$ cat src/rtl/tiny8_pkg.sv
package tiny8_pkg;
  typedef enum logic [2:0] {
    OP_ADD = 3'd0, OP_AND = 3'd1, OP_BR  = 3'd2, OP_LDI = 3'd3,
    OP_LEA = 3'd4, OP_LD  = 3'd5, OP_ST  = 3'd6, OP_NOT = 3'd7
  } opcode_e;

  typedef enum logic [2:0] {
    PH_FETCH, PH_DECODE, PH_EXEC, PH_MEM, PH_WB
  } phase_e;

  localparam int IW = 8;
endpackage

$ cat src/rtl/tiny8_rst_sync.sv
module tiny8_rst_sync (
  input  logic clk,
  input  logic rst_n,
  output logic rst_sync_n
);
  logic s1_q, s2_q;

  always_ff @(posedge clk or negedge rst_n) begin
    if (!rst_n) begin
      s1_q <= 1'b0;
      s2_q <= 1'b0;
    end else begin
      s1_q <= 1'b1;
      s2_q <= s1_q;
    end
  end

  assign rst_sync_n = s2_q;
endmodule

$ cat src/rtl/tiny8_ctrl.sv
module tiny8_ctrl
  import tiny8_pkg::*;
(
  input  logic    clk,
  input  logic    rst_n,
  input  opcode_e op,
  output phase_e  phase
);
  phase_e ph_q, ph_d;

  always_comb begin
    ph_d = ph_q;
    case (ph_q)
      PH_FETCH:  ph_d = PH_DECODE;
      PH_DECODE: ph_d = PH_EXEC;
      PH_EXEC:   ph_d = (op == OP_LD || op == OP_ST) ? PH_MEM : PH_WB;
      PH_MEM:    ph_d = PH_WB;
      default:   ph_d = PH_FETCH;
    endcase
  end

  always_ff @(posedge clk or negedge rst_n) begin
    if (!rst_n) ph_q <= PH_FETCH;
    else        ph_q <= ph_d;
  end

  assign phase = ph_q;

  AST_MEM_LDST: assert property (@(posedge clk) disable iff (!rst_n)
    (ph_q == PH_MEM) |-> (op == OP_LD || op == OP_ST));
  AST_WB_TO_FETCH: assert property (@(posedge clk) disable iff (!rst_n)
    (ph_q == PH_WB) |=> (ph_q == PH_FETCH));
endmodule

$ cat src/rtl/tiny8_regfile.sv
module tiny8_regfile #(
  parameter int DW   = 8,
  parameter int NREG = 4
) (
  input  logic                    clk,
  input  logic                    rst_n,
  input  logic                    we,
  input  logic [$clog2(NREG)-1:0] waddr,
  input  logic [DW-1:0]           wdata,
  input  logic [$clog2(NREG)-1:0] raddr_a,
  input  logic [$clog2(NREG)-1:0] raddr_b,
  output logic [DW-1:0]           rdata_a,
  output logic [DW-1:0]           rdata_b
);
  localparam int RW = $clog2(NREG);

  logic [DW-1:0] regs [NREG];

  for (genvar g = 0; g < NREG; g++) begin : g_reg
    logic en;
    assign en = we && (waddr == RW'(g));
    always_ff @(posedge clk or negedge rst_n) begin
      if (!rst_n)  regs[g] <= '0;
      else if (en) regs[g] <= wdata;
    end
  end

  assign rdata_a = regs[raddr_a];
  assign rdata_b = regs[raddr_b];
endmodule

$ cat src/rtl/tiny8_alu.sv
module tiny8_alu
  import tiny8_pkg::*;
#(
  parameter int DW = 8
) (
  input  opcode_e       op,
  input  logic [DW-1:0] a,
  input  logic [DW-1:0] b,
  input  logic [DW-1:0] pc,
  input  logic [4:0]    imm5,
  output logic [DW-1:0] y
);
  logic [DW-1:0] imm_ext;
  assign imm_ext = {{(DW-5){imm5[4]}}, imm5};

  always_comb begin
    case (op)
      OP_ADD:  y = a + b;
      OP_AND:  y = a & b;
      OP_NOT:  y = ~a;
      OP_LDI:  y = imm_ext;
      OP_LEA:  y = pc + imm_ext;
      default: y = a;
    endcase
  end
endmodule

$ cat src/rtl/tiny8_core.sv
module tiny8_core
  import tiny8_pkg::*;
#(
  parameter int DW   = 8,
  parameter int NREG = 4
) (
  input  logic          clk,
  input  logic          rst_n,
  output logic [DW-1:0] mem_addr,
  output logic [DW-1:0] mem_wdata,
  output logic          mem_we,
  input  logic [DW-1:0] mem_rdata
);
  localparam int RW = $clog2(NREG);

  logic          rst_i_n;
  phase_e        phase;
  opcode_e       op;
  logic [IW-1:0] ir_q, ir_d;
  logic [DW-1:0] pc_q, pc_d, res_q, res_d;
  logic          n_q, z_q, p_q, n_d, z_d, p_d;
  logic [DW-1:0] ra_val, rb_val, src_b, alu_y, wval;
  logic [RW-1:0] waddr;
  logic          rf_we, br_hit;
  logic          ir_en, pc_en, res_en, cc_en;

  tiny8_rst_sync u_rst (.clk(clk), .rst_n(rst_n), .rst_sync_n(rst_i_n));

  assign op = opcode_e'(ir_q[7:5]);

  tiny8_ctrl u_ctrl (.clk(clk), .rst_n(rst_i_n), .op(op), .phase(phase));

  tiny8_regfile #(.DW(DW), .NREG(NREG)) u_rf (
    .clk(clk), .rst_n(rst_i_n), .we(rf_we), .waddr(waddr), .wdata(wval),
    .raddr_a(RW'(ir_q[4:3])), .raddr_b(RW'(ir_q[1:0])),
    .rdata_a(ra_val), .rdata_b(rb_val));

  assign src_b = ir_q[2] ? {{(DW-2){ir_q[1]}}, ir_q[1:0]} : rb_val;

  tiny8_alu #(.DW(DW)) u_alu (
    .op(op), .a(ra_val), .b(src_b), .pc(pc_q), .imm5(ir_q[4:0]), .y(alu_y));

  // Writeback selection
  assign wval   = (op == OP_LD) ? mem_rdata : res_q;
  assign waddr  = (op == OP_LDI || op == OP_LEA) ? '0 : RW'(ir_q[4:3]);
  assign rf_we  = (phase == PH_WB) && (op != OP_ST) && (op != OP_BR);
  assign br_hit = |(ir_q[4:2] & {n_q, z_q, p_q});

  // Clock enables
  assign ir_en  = (phase == PH_DECODE);
  assign res_en = (phase == PH_EXEC);
  assign cc_en  = rf_we;
  assign pc_en  = (phase == PH_DECODE) ||
                  ((phase == PH_WB) && (op == OP_BR) && br_hit);

  // Next-state values
  always_comb begin
    ir_d  = mem_rdata[IW-1:0];
    res_d = alu_y;
    pc_d  = (phase == PH_DECODE) ? pc_q + 1'b1 : rb_val;
    n_d   = wval[DW-1];
    z_d   = (wval == '0);
    p_d   = !wval[DW-1] && (wval != '0);
  end

  always_ff @(posedge clk or negedge rst_i_n) begin
    if (!rst_i_n) begin
      ir_q  <= '0;
      pc_q  <= '0;
      res_q <= '0;
      n_q   <= 1'b0;
      z_q   <= 1'b1;
      p_q   <= 1'b0;
    end else begin
      if (ir_en)  ir_q  <= ir_d;
      if (pc_en)  pc_q  <= pc_d;
      if (res_en) res_q <= res_d;
      if (cc_en) begin
        n_q <= n_d;
        z_q <= z_d;
        p_q <= p_d;
      end
    end
  end

  // Memory port
  assign mem_addr  = (phase == PH_MEM) ? rb_val : pc_q;
  assign mem_wdata = ra_val;
  assign mem_we    = (phase == PH_MEM) && (op == OP_ST);

  AST_CC_ONEHOT: assert property (@(posedge clk) disable iff (!rst_i_n)
    $countones({n_q, z_q, p_q}) == 1);
  AST_CC_HOLD: assert property (@(posedge clk) disable iff (!rst_i_n)
    ((phase == PH_WB) && (op == OP_ST || op == OP_BR)) |=> $stable({n_q, z_q, p_q}));
  AST_PC_STEP: assert property (@(posedge clk) disable iff (!rst_i_n)
    (phase == PH_DECODE) |=> (pc_q == $past(pc_q) + 1'b1));
  AST_BR_NOT_TAKEN: assert property (@(posedge clk) disable iff (!rst_i_n)
    ((phase == PH_WB) && (op == OP_BR) && !br_hit) |=> $stable(pc_q));
  AST_WE_ONLY_STORE: assert property (@(posedge clk) disable iff (!rst_i_n)
    mem_we |-> (phase == PH_MEM && op == OP_ST));
  AST_WE_ONE_CYCLE: assert property (@(posedge clk) disable iff (!rst_i_n)
    mem_we |=> !mem_we);
  AST_RESET_QUIET: assert property (@(posedge clk)
    !rst_i_n |-> (!mem_we && mem_addr == '0));
endmodule

$ cat config.mk
export PLATFORM = sky130hd
export DESIGN_NAME = tiny8_core
export DESIGN_NICKNAME = d
export VERILOG_FILES = /design/src/rtl/tiny8_pkg.sv /design/src/rtl/tiny8_rst_sync.sv /design/src/rtl/tiny8_ctrl.sv /design/src/rtl/tiny8_regfile.sv /design/src/rtl/tiny8_alu.sv /design/src/rtl/tiny8_core.sv
export SDC_FILE = /design/constraint.sdc
export NUM_CORES = 1
export LEC_CHECK = 0
export ABC_AREA = 1
export BUFFER_PORTS_ARGS = -buffer_cell sky130_fd_sc_hd__buf_2
export CORE_MARGIN = 2
export CORE_UTILIZATION = 50
export CTS_BUF_LIST = sky130_fd_sc_hd__clkbuf_8 sky130_fd_sc_hd__clkbuf_16
export DETAILED_ROUTE_END_ITERATION = 6
export GPL_TIMING_DRIVEN = 0
export HOLD_SLACK_MARGIN = 0.15
export PLACE_DENSITY = 0.67
export SKIP_LAST_GASP = 1
export SYNTH_ARGS = -nofsm -noshare
export SYNTH_HDL_FRONTEND = slang
export SYNTH_HIERARCHICAL = 1
export SYNTH_SLANG_ARGS = --single-unit
$ cat constraint.sdc
create_clock -name clk -period 2.2 [get_ports clk]
set_input_delay 0.44 -clock clk [delete_from_list [all_inputs] [get_ports clk]]
set_output_delay 0.44 -clock clk [all_outputs]
set_load 0.01 [all_outputs]
==> Yosys cells after proc, flatten, opt, wreduce, memory -nomap -nowiden <==
Index checks and enable logic that the tools add are counted.
{ "op_classes": {"addsub": 3, "magnitude_cmp": 2, "n_eq_ne": 16, "n_mux": 14, "n_bitwise": 5, "reduce_logical": 20} }
{ "op_table": {"columns": ["cell", "count"], "rows": [
  ["2-to-1 mux 8 bit", 8],
  ["case mux 8 bit (5 select lines)", 1],
  ["binary-select mux 8 bit (select 2 bit)", 2],
  ["adder 8 bit", 2],
  ["equality test 3 bit, second input constant", 5],
  ["equality test 3 x 2 -> 1 bit, second input constant", 4],
  ["case mux 3 bit (4 select lines)", 1],
  ["logical AND 1 bit", 10],
  ["adder 8 x 1 -> 8 bit, second input constant", 1],
  ["AND 8 bit", 1],
  ["logical NOT 8 bit", 1],
  ["NOT 8 bit", 1],
  ["nonzero test 8 bit", 1],
  ["equality test 3 x 1 -> 1 bit, second input constant", 2],
  [">= comparator 3 bit, second input constant", 2],
  ["logical NOT 3 bit", 2],
  ["NOT 2 -> 3 bit", 2],
  ["equality test 2 bit, second input constant", 2],
  ["AND 3 bit", 1],
  ["logical OR 1 bit", 3],
  ["2-to-1 mux 3 bit", 1],
  ["!= test 3 x 2 -> 1 bit, second input constant", 1],
  ["!= test 3 bit, second input constant", 1],
  ["OR reduction 3 bit", 1],
  ["4 further kinds", 4]
]} }
{ "totals": {"regBits": 64, "input_bits": 10, "output_inout_bits": 17, "word_cells": 73} }

==> Logic depth before layout (Yosys ltp) <==
Gate-level depths: netlist (run 1).
{ "logic_depth": {"word_depth": 7, "mapped_depth": 18, "mapped_depth_nobuf": 16} }

==> Hierarchy <==
The synthesis (run 1) kept the hierarchy.
{ "by_module_without_submodules": {"columns": ["mod", "n_inst", "cells_per_inst", "area_each_um2", "seq_area_each_um2"], "rows": [
  ["tiny8_regfile", 1, 297, 2054.5, 800.8],
  ["tiny8_core", 1, 249, 1689.1, 676.9],
  ["tiny8_alu", 1, 191, 1012.2, 0.0],
  ["tiny8_ctrl", 1, 23, 160.2, 75.1],
  ["tiny8_rst_sync", 1, 3, 53.8, 50.0]
]} }

==> Least setup slack after synthesis (run 1) <==
Ideal clock, no wire load.
{ "synth_timing": {"path_type": "register -> register", "from": "register ir_q[0]", "to": "register res_q[4]", "setup_ps": 124, "arrival_ps": 2240, "required_time_ps": 2076, "path_slack_ps": -163, "stages_incl_launch_ff": 18, "path_buffers": 2, "synth_period_minus_slack_ps": 2363, "path_cell_list": "dfrtp_1 > buf_4 > inv_2 > buf_4 > nand2_1 > nand3_1 > nand2_1 > inv_1 > o21ai_0 > ha_1 > fa_1 > inv_1 > nor2_1 > nor3_1 > nand3b_1 > nand4_1 > nor2_1 > a21oi_1"} }
{ "synth_via": {"elab_chain_len": 7, "elab_cells_between_ends": 9, "classes_between": "2 x add/sub; 5 x mux; 2 x bitwise"} }
{ "synth_rtl": {"columns": ["element", "line", "text"], "rows": [
  ["from (decl)", "tiny8_core.sv:19", "logic [IW-1:0] ir_q, ir_d;"],
  ["from (signal assigned)", "tiny8_core.sv:75", "if (ir_en) ir_q <= ir_d;"],
  ["NOT 2 -> 3 bit (not written as such)", "tiny8_regfile.sv:29", "assign rdata_b = regs[raddr_b];"],
  ["binary-select mux 8 bit (select 2 bit)", "tiny8_regfile.sv:29", null],
  ["2-to-1 mux 8 bit (not written as such) (2 in a row)", "tiny8_regfile.sv:29", null],
  ["via rb_val[0]", "tiny8_core.sv:22", "logic [DW-1:0] ra_val, rb_val, src_b, alu_y, wval;"],
  ["2-to-1 mux 8 bit", "tiny8_core.sv:38", "assign src_b = ir_q[2] ? {{(DW-2){ir_q[1]}}, ir_q[1:0]} : rb_val;"],
  ["via src_b[0]", "tiny8_core.sv:22", null],
  ["adder 8 bit", "tiny8_alu.sv:18", "OP_ADD: y = a + b;"],
  ["case mux 8 bit (5 select lines)", "tiny8_alu.sv:17", "case (op)"],
  ["via alu_y[4]", "tiny8_core.sv:22", null],
  ["to (signal assigned)", "tiny8_core.sv:77", "if (res_en) res_q <= res_d;"],
  ["to (decl)", "tiny8_core.sv:20", "logic [DW-1:0] pc_q, pc_d, res_q, res_d;"]
]} }
The timed path passes the listed nets, and every way through them passes these cells. The select of a mux whose other input is x is not followed.
A chain may end at the register's enable or synchronous reset.

==> Final worst setup path (run 1) <==
{ "layout_timing": {"from": "register ir_q[0]", "to": "register res_q[6]"} }
The elaborated chain is that of the path after synthesis.

==> flow_summary.json, run 1 <==
{
  "outcome": "finished with violations",
  "violations": "setup timing",
  "hold_viol": 0,
  "insertion_delay_ps": 360,
  "critPathLaunch": "ir_q[0]$_DFFE_PN0N_",
  "setup_ws_ps": -299,
  "worstSetupPathType": "flop to flop",
  "worstPathCellList": "buf_6 > buf_4 > nand2_1 > nand3_2 > nand2_2 > inv_1 > o21ai_2 > ha_4 > buf_4 > nand2_1 > inv_1 > nand4_1 > nand4_1 > nand3_1 > nand4_1 > nor2_1 > a21oi_1",
  "critPathTopFamily": "simple AND/OR/NAND/NOR gates",
  "via_count": 5260,
  "drtIter0Drc": 503,
  "io_buffers": 26,
  "grt_pass1_wl_um": 24200,
  "finalWirelength_um": 14800,
  "clock.fmax_mhz": 400,
  "finalSetupViolCount": 11,
  "grtUsageTotal_pct": 28.1,
  "setup.worst_path.start_class": "flop",
  "syn_nets": 791,
  "synth_cells": 763,
  "antenna_found_initial": 0,
  "holdWs_ps": 299,
  "r2r-start": "ir_q[0]$_DFFE_PN0N_",
  "required_ps": 2440,
  "cts_buffer_depth": 2,
  "overflow": 0,
  "worstMarginPinSlew_ps": 648,
  "synthesis.area_sq_um": 4970,
  "synth_edf_count": 0,
  "cts.htree.levels": 3,
  "hpwl_um": 11100,
  "antennaDiodeCount": 0,
  "clock-root-buffer": "clkbuf_8",
  "drive_above_1_share_pct": 23.5,
  "synth-seq-cells": 64,
  "rows": 36,
  "drv_cap": 0,
  "drc_errors": 0,
  "via_per_inst": 5.45,
  "worstPathBufferInverterCount": 5,
  "path_max_fanout": 5,
  "min_period_ps": 2500,
  "clkTransAtPathRegs_ps": 70,
  "ys.flop_type": "dfrtp_1",
  "placed_area_sq_um": 5320,
  "die_w_um": 104,
  "fin_nets": 856,
  "yosys_warnings": 6,
  "cp.arrival_ps": 2740,
  "drt-pass1-iter-count": 6,
  "io_pins": 27,
  "clock-sinks": 64,
  "critPathMaxStageDelay_ps": 400,
  "routedWlPerCell_um": 15.3,
  "die_area_sq_um": 10800,
  "syn_area_per_cell_sq_um": 6.51,
  "ys_types": 37,
  "tritoncts": "done",
  "initial_utilization_pct": 51.1,
  "grt_pass1_vias": 4863,
  "end_kind": "flop",
  "routabilityCongestion": 0.922,
  "grt_max_degree": 36,
  "ys_async_sr_fraction_pct": 100,
  "drv_slew": 0,
  "areaGrowthSynthToFinish_pct": 22.1,
  "dieHeight_um": 104,
  "core_area_sq_um": 9730,
  "final_cell_area_sq_um": 6070,
  "hp-class": "flop to async pin",
  "finalClockSkew_ps": 13.9,
  "cts_buffers": 9,
  "crit_top_cell": "nand4_1",
  "worst_path_max_delay_cell": "dfrtp_1",
  "rsz0062_at_grt": "true",
  "seq_area_frac_synth_pct": 32.3,
  "ant_nets": 0,
  "fin_crit_sh_pct": 114,
  "relSlewSlack_pct": 56.8
}
==> cell type report <==
cell class	count	area, sq um
well taps	133	166
repair buffers	57	393
multi-input cells	543	2980
plain buffers	19	169
clock inverters	5	78.8
inverters	134	522
clock buffers	11	151
fillers	915	3660
flip-flops and latches	64	1610
==> stage by stage <==
| stage | util, % | setup TNS, ps | setup WS, ps | cells |
|---|---|---|---|---|
| floorplan | - | -8.15 | -8.15 | 763 |
| global placement | 54.4 | -30080 | -472 | 922 |
| detailed placement | 54.6 | -2900 | -514 | 923 |
| CTS | 60.5 | -1360 | -250 | 960 |
| global route | 62.4 | -3450 | -375 | 966 |
| finish | 62.4 | -1820 | -299 | 966 |
==> repair_timing <==
item,in CTS,in global routing
setup endpoints to repair,25,31
resized for setup,55,36
hold endpoints to repair,2,0
hold buffers,1,0
buffers inserted,23,6
pin swaps,36,21
==> metal layers <==
metal	track usage, %	share of wire [%]	vias up
met4	8.88	2.0	0
met1	39.7	46	2472
met3	5.22	6.5	29
met5	0	0	-
li1	-	-	2548
met2	43.9	45	211
==> cells in the final DEF, fill, tap and decap left out, types with 9 or more instances in the layout <==
| cell type | synthesis | layout |
|---|---|---|
| nand2_1 | 266 | 247 |
| inv_1 | 124 | 114 |
| nand3_1 | 85 | 75 |
| dfrtp_1 | 63 | 59 |
| nor2_1 | 36 | 36 |
| nand4_1 | 34 | 34 |
| buf_4 | 5 | 30 |
| buf_2 | 7 | 29 |
| nand2_2 | 6 | 23 |
| o21ai_0 | 34 | 20 |
| o21ai_2 | 9 | 16 |
| inv_2 | 10 | 15 |
| a21oi_1 | 16 | 15 |
| buf_6 | 7 | 14 |
| nand3_2 | 1 | 11 |
| clkbuf_8 | 0 | 11 |
| ha_1 | 16 | 9 |
==> kinds of logic after synthesis <==
group	Yosys count	synth area share, %
and+or+nand+nor	453	41.1
adders and majority gates	18	4.83
DFF	64	32.3
other	1	0.0755
AOI/OAI and AO/OA	68	7.78
xor gates and xnor gates	3	0.529
buffers and inverters	156	13.4
==> synthesized netlist by cell type, drive strengths merged (3+ instances only) <==
master,instances,area (sq um)
nand3b,4,30.0
or2,4,25.0
nand4,34,213
inv,134,503
nor2,42,186
o22ai,4,25.0
nand3,90,505
buf,19,151
o21ai,45,259
clkbuf,3,11.3
nand2,273,1050
dfrtp,63,1580
nor3,4,25.0
ha,16,200
a21oi,16,80.1
==> registers in the layout, indices dropped and copies added, names as in the netlist <==
| signal | cells |
|---|---|
| z_q | 1 |
| p_q | 1 |
| pc_q | 8 |
| u_rf/regs | 32 |
| u_rst/s1_q | 1 |
| ir_q | 8 |
| u_ctrl/phase | 3 |
| n_q | 1 |
| res_q | 8 |
| u_rst/rst_sync_n | 1 |
==> final timing paths <==
| check | depth (start not counted) | slack (ps) | end |
|---|---|---|---|
| setup / recovery | 17 | -300 | res_q[6]$_DFFE_PN0N_ |
| hold / removal | 0 | 300 | res_q[3]$_DFFE_PN0N_ |
| setup reg to reg | 17 | -300 | res_q[6]$_DFFE_PN0N_ |
| hold reg to reg | 0 | 300 | res_q[3]$_DFFE_PN0N_ |
| max in group asynchronous | 1 | 1230 | z_q$_DFFE_PN1P_ |
| min in group clk | 3 | 350 | ir_q[4]$_DFFE_PN0N_ |
==> worst reg2reg max path: stages, from the launching register on <==
cell and delay (ps):
dfrtp_1 400, buf_6 150, buf_4 140, nand2_1 80
nand3_2 100, nand2_2 80, inv_1 60, o21ai_2 220
ha_4 240, buf_4 130, nand2_1 70, inv_1 40
nand4_1 120, nand4_1 100, nand3_1 100, nand4_1 170
nor2_1 160, a21oi_1 50
Power of run 1 is left out: the tool's default activity adds up to more than one toggle a clock period on the data nets, which glitch-free logic cannot reach.
==> run 2, diff against run 1 <==
ABC_AREA = not set   (was 1)
PLACE_DENSITY = 0.68   (was 0.67)
==> flow_summary.json, run 2 <==
{
  "min_period_ps": 3130,
  "clock-root-buffer": "clkbuf_8",
  "synthesis.area_sq_um": 4440,
  "layout_commonest_cell": "dfrtp_1",
  "grtUsageTotal_pct": 26.8,
  "synth_commonest_cells": "63 x dfrtp_1, 54 x mux2_2, 45 x nand2_1",
  "rows": 34,
  "tritoncts": "done",
  "yosys_warnings": 6,
  "largest_reg_flops": 32,
  "drv_slew": 0,
  "clock-sinks": 64,
  "io_buffers": 26,
  "hpwl_um": 8490,
  "finalWirelength_um": 12400,
  "synthTopCellsByArea": "dfrtp_1 35%, mux2_2 14%, mux4_2 8.6%",
  "final_cell_mix": "57 x dfrtp_1, 47 x mux2_2, 43 x nand2_1",
  "hold_viol": 0,
  "critPathTopFamily": "multiplexers",
  "end_kind": "flop",
  "clock.fmax_mhz": 319,
  "netlist.area_leader.share_pct": 35.5,
  "required_ps": 2490,
  "drc_errors": 0,
  "critPathMaxStageDelay_ps": 450,
  "die_area_sq_um": 9660,
  "relSlewSlack_pct": 39.3,
  "worst_path_max_delay_cell": "mux4_2",
  "grt_pass1_wl_um": 20100,
  "grt_max_degree": 43,
  "io_pins": 27,
  "drv_cap": 0,
  "initial_utilization_pct": 51.2,
  "via_per_inst": 6.27,
  "worstPathBufferInverterCount": 5,
  "ys_async_sr_fraction_pct": 100,
  "clkTransAtPathRegs_ps": 80,
  "core_area_sq_um": 8680,
  "routabilityCongestion": 0.906,
  "reg2regPathDepth": 14,
  "violations": "setup timing",
  "drt-pass1-iter-count": 5,
  "antennaDiodeCount": 0,
  "critPathLaunch": "ir_q[0]$_DFFE_PN0N_",
  "cts_buffers": 9,
  "fin_nets": 544,
  "syn_area_per_cell_sq_um": 10.4,
  "path_depth": 14,
  "fin_crit_sh_pct": 142,
  "ant_nets": 0,
  "drtIter0Drc": 378,
  "antenna_found_initial": 0,
  "worstSetupPathType": "flop to flop",
  "ys.flop_type": "dfrtp_1",
  "rsz0062_at_grt": "true",
  "syn_nets": 457,
  "setup_ws_ps": -930,
  "finalClockSkew_ps": 19.6,
  "dieHeight_um": 98.3,
  "synth_area_leader_cell": "dfrtp_1",
  "worstMarginPinSlew_ps": 907,
  "ys_types": 64,
  "path_max_fanout": 7,
  "r2r-start": "ir_q[0]$_DFFE_PN0N_",
  "overflow": 0,
  "synthMostInstantiatedCell": "dfrtp_1",
  "routedWlPerCell_um": 19.7,
  "hp-class": "flop to async pin",
  "synth_cells": 429,
  "worstPathCellList": "buf_8 > buf_4 > buf_12 > mux4_2 > inv_4 > o21ai_4 > fa_2 > buf_6 > a21o_1 > a21oi_2 > xnor2_1 > mux2i_1 > a221oi_2 > mux2_4",
  "regMostFlops": "u_rf/regs",
  "cts_buffer_depth": 2,
  "seq_area_frac_synth_pct": 36.1,
  "areaGrowthSynthToFinish_pct": 28.6,
  "die_w_um": 98.3,
  "via_count": 3941,
  "n_fill_cell": 669,
  "finalSetupViolCount": 21,
  "insertion_delay_ps": 360,
  "fin_setup_tns_ps": -8900,
  "drive_above_1_share_pct": 45.7,
  "cts.htree.levels": 3,
  "grt_pass1_vias": 3895,
  "synth-seq-cells": 64,
  "cp.arrival_ps": 3420,
  "outcome": "finished with violations",
  "synth_edf_count": 0,
  "setup.worst_path.start_class": "flop"
}
run 2: cell types whose count changed after synthesis, moves of 7 or more:
cell      change
o21ai_2       -9
nor2_1       -19
mux4_2       +17
inv_2        -10
buf_6         -7
nand2_1     -221
nand4_1      -31
inv_1       -106
nand2b_1      +7
mux2_2       +54
and3_1        +8
nand3_1      -78
xnor2_1       +7
run 2: per-stage QoR:
stage	cells	worst slack (ps)	cell area (sq um)	hold WS, ps	util, %
floorplan	429	-848	4490	144	-
global placement	563	-1270	4750	225	54.8
detailed placement	564	-1270	4770	227	55.0
CTS	616	-895	5500	247	63.4
global route	629	-1030	5710	287	65.8
finish	629	-930	5710	223	65.8
run 2: path summary, 6_finish.rpt:
check | endpoint | slack (ps)
setup / recovery | res_q[4]$_DFFE_PN0N_ | -930
hold / removal | u_ctrl/phase[1]$_DFF_PN0_ | 220
setup reg to reg | res_q[4]$_DFFE_PN0N_ | -930
hold reg to reg | u_ctrl/phase[1]$_DFF_PN0_ | 220
max in group asynchronous | ir_q[0]$_DFFE_PN0N_ | 1360
min in group clk | ir_q[4]$_DFFE_PN0N_ | 330
run 2: repair_timing:
item / in CTS / in global routing
hold endpoints to repair: 2 / 0
pin swaps: 31 / 21
endpoints found under the setup margin: 57 / 39
buffers inserted: 35 / 16
hold buffers: 1 / 0
resized for setup: 69 / 37
run 2: kinds of logic (layout without fill, tap and decap cells):
| logic type | count (synthesis) | after routing | synth area share (%) |
|---|---|---|---|
| simple gates | 130 | 130 | 15.9 |
| compound gates | 94 | 94 | 13.8 |
| mux | 76 | 76 | 23.4 |
| flops | 64 | 64 | 36.1 |
| buf+inv | 35 | 127 | 3.13 |
| fa+ha+maj | 18 | 18 | 5.41 |
| xor+xnor | 11 | 11 | 2.17 |
| other cells | 1 | 1 | 0.0844 |
run 2: area by class of cell:
cell class                      count  area (sq um)  share of cell area [%]
Timing Repair Buffer               76           613                    10.7
Clock inverter                      6          36.3                   0.635
Multi-Input combinational cell    330          3000                    52.5
Inverter                           18          72.6                    1.27
Tap cell                          108           135                    2.37
Sequential cell                    64          1610                    28.2
Clock buffer                       10           138                    2.41
Buffer                             17           106                    1.86
run 2: worst reg2reg max path: stages, from the launching register on:
cell	delay, ps
dfrtp_2	430
buf_8	130
buf_4	130
buf_12	130
mux4_2	450
inv_4	90
o21ai_4	70
fa_2	400
buf_6	130
a21o_1	150
a21oi_2	120
xnor2_1	140
mux2i_1	110
a221oi_2	360
mux2_4	210
run 2: metal layers:
metal,share of wire [%],global-route usage [%],vias to the layer above
met5,0,0,-
met4,2.7,12.6,0
met3,6.4,4.80,32
met2,50,42.7,176
met1,41,35.9,1943
li1,-,-,1790
Power of run 2 is left out for the same reason.
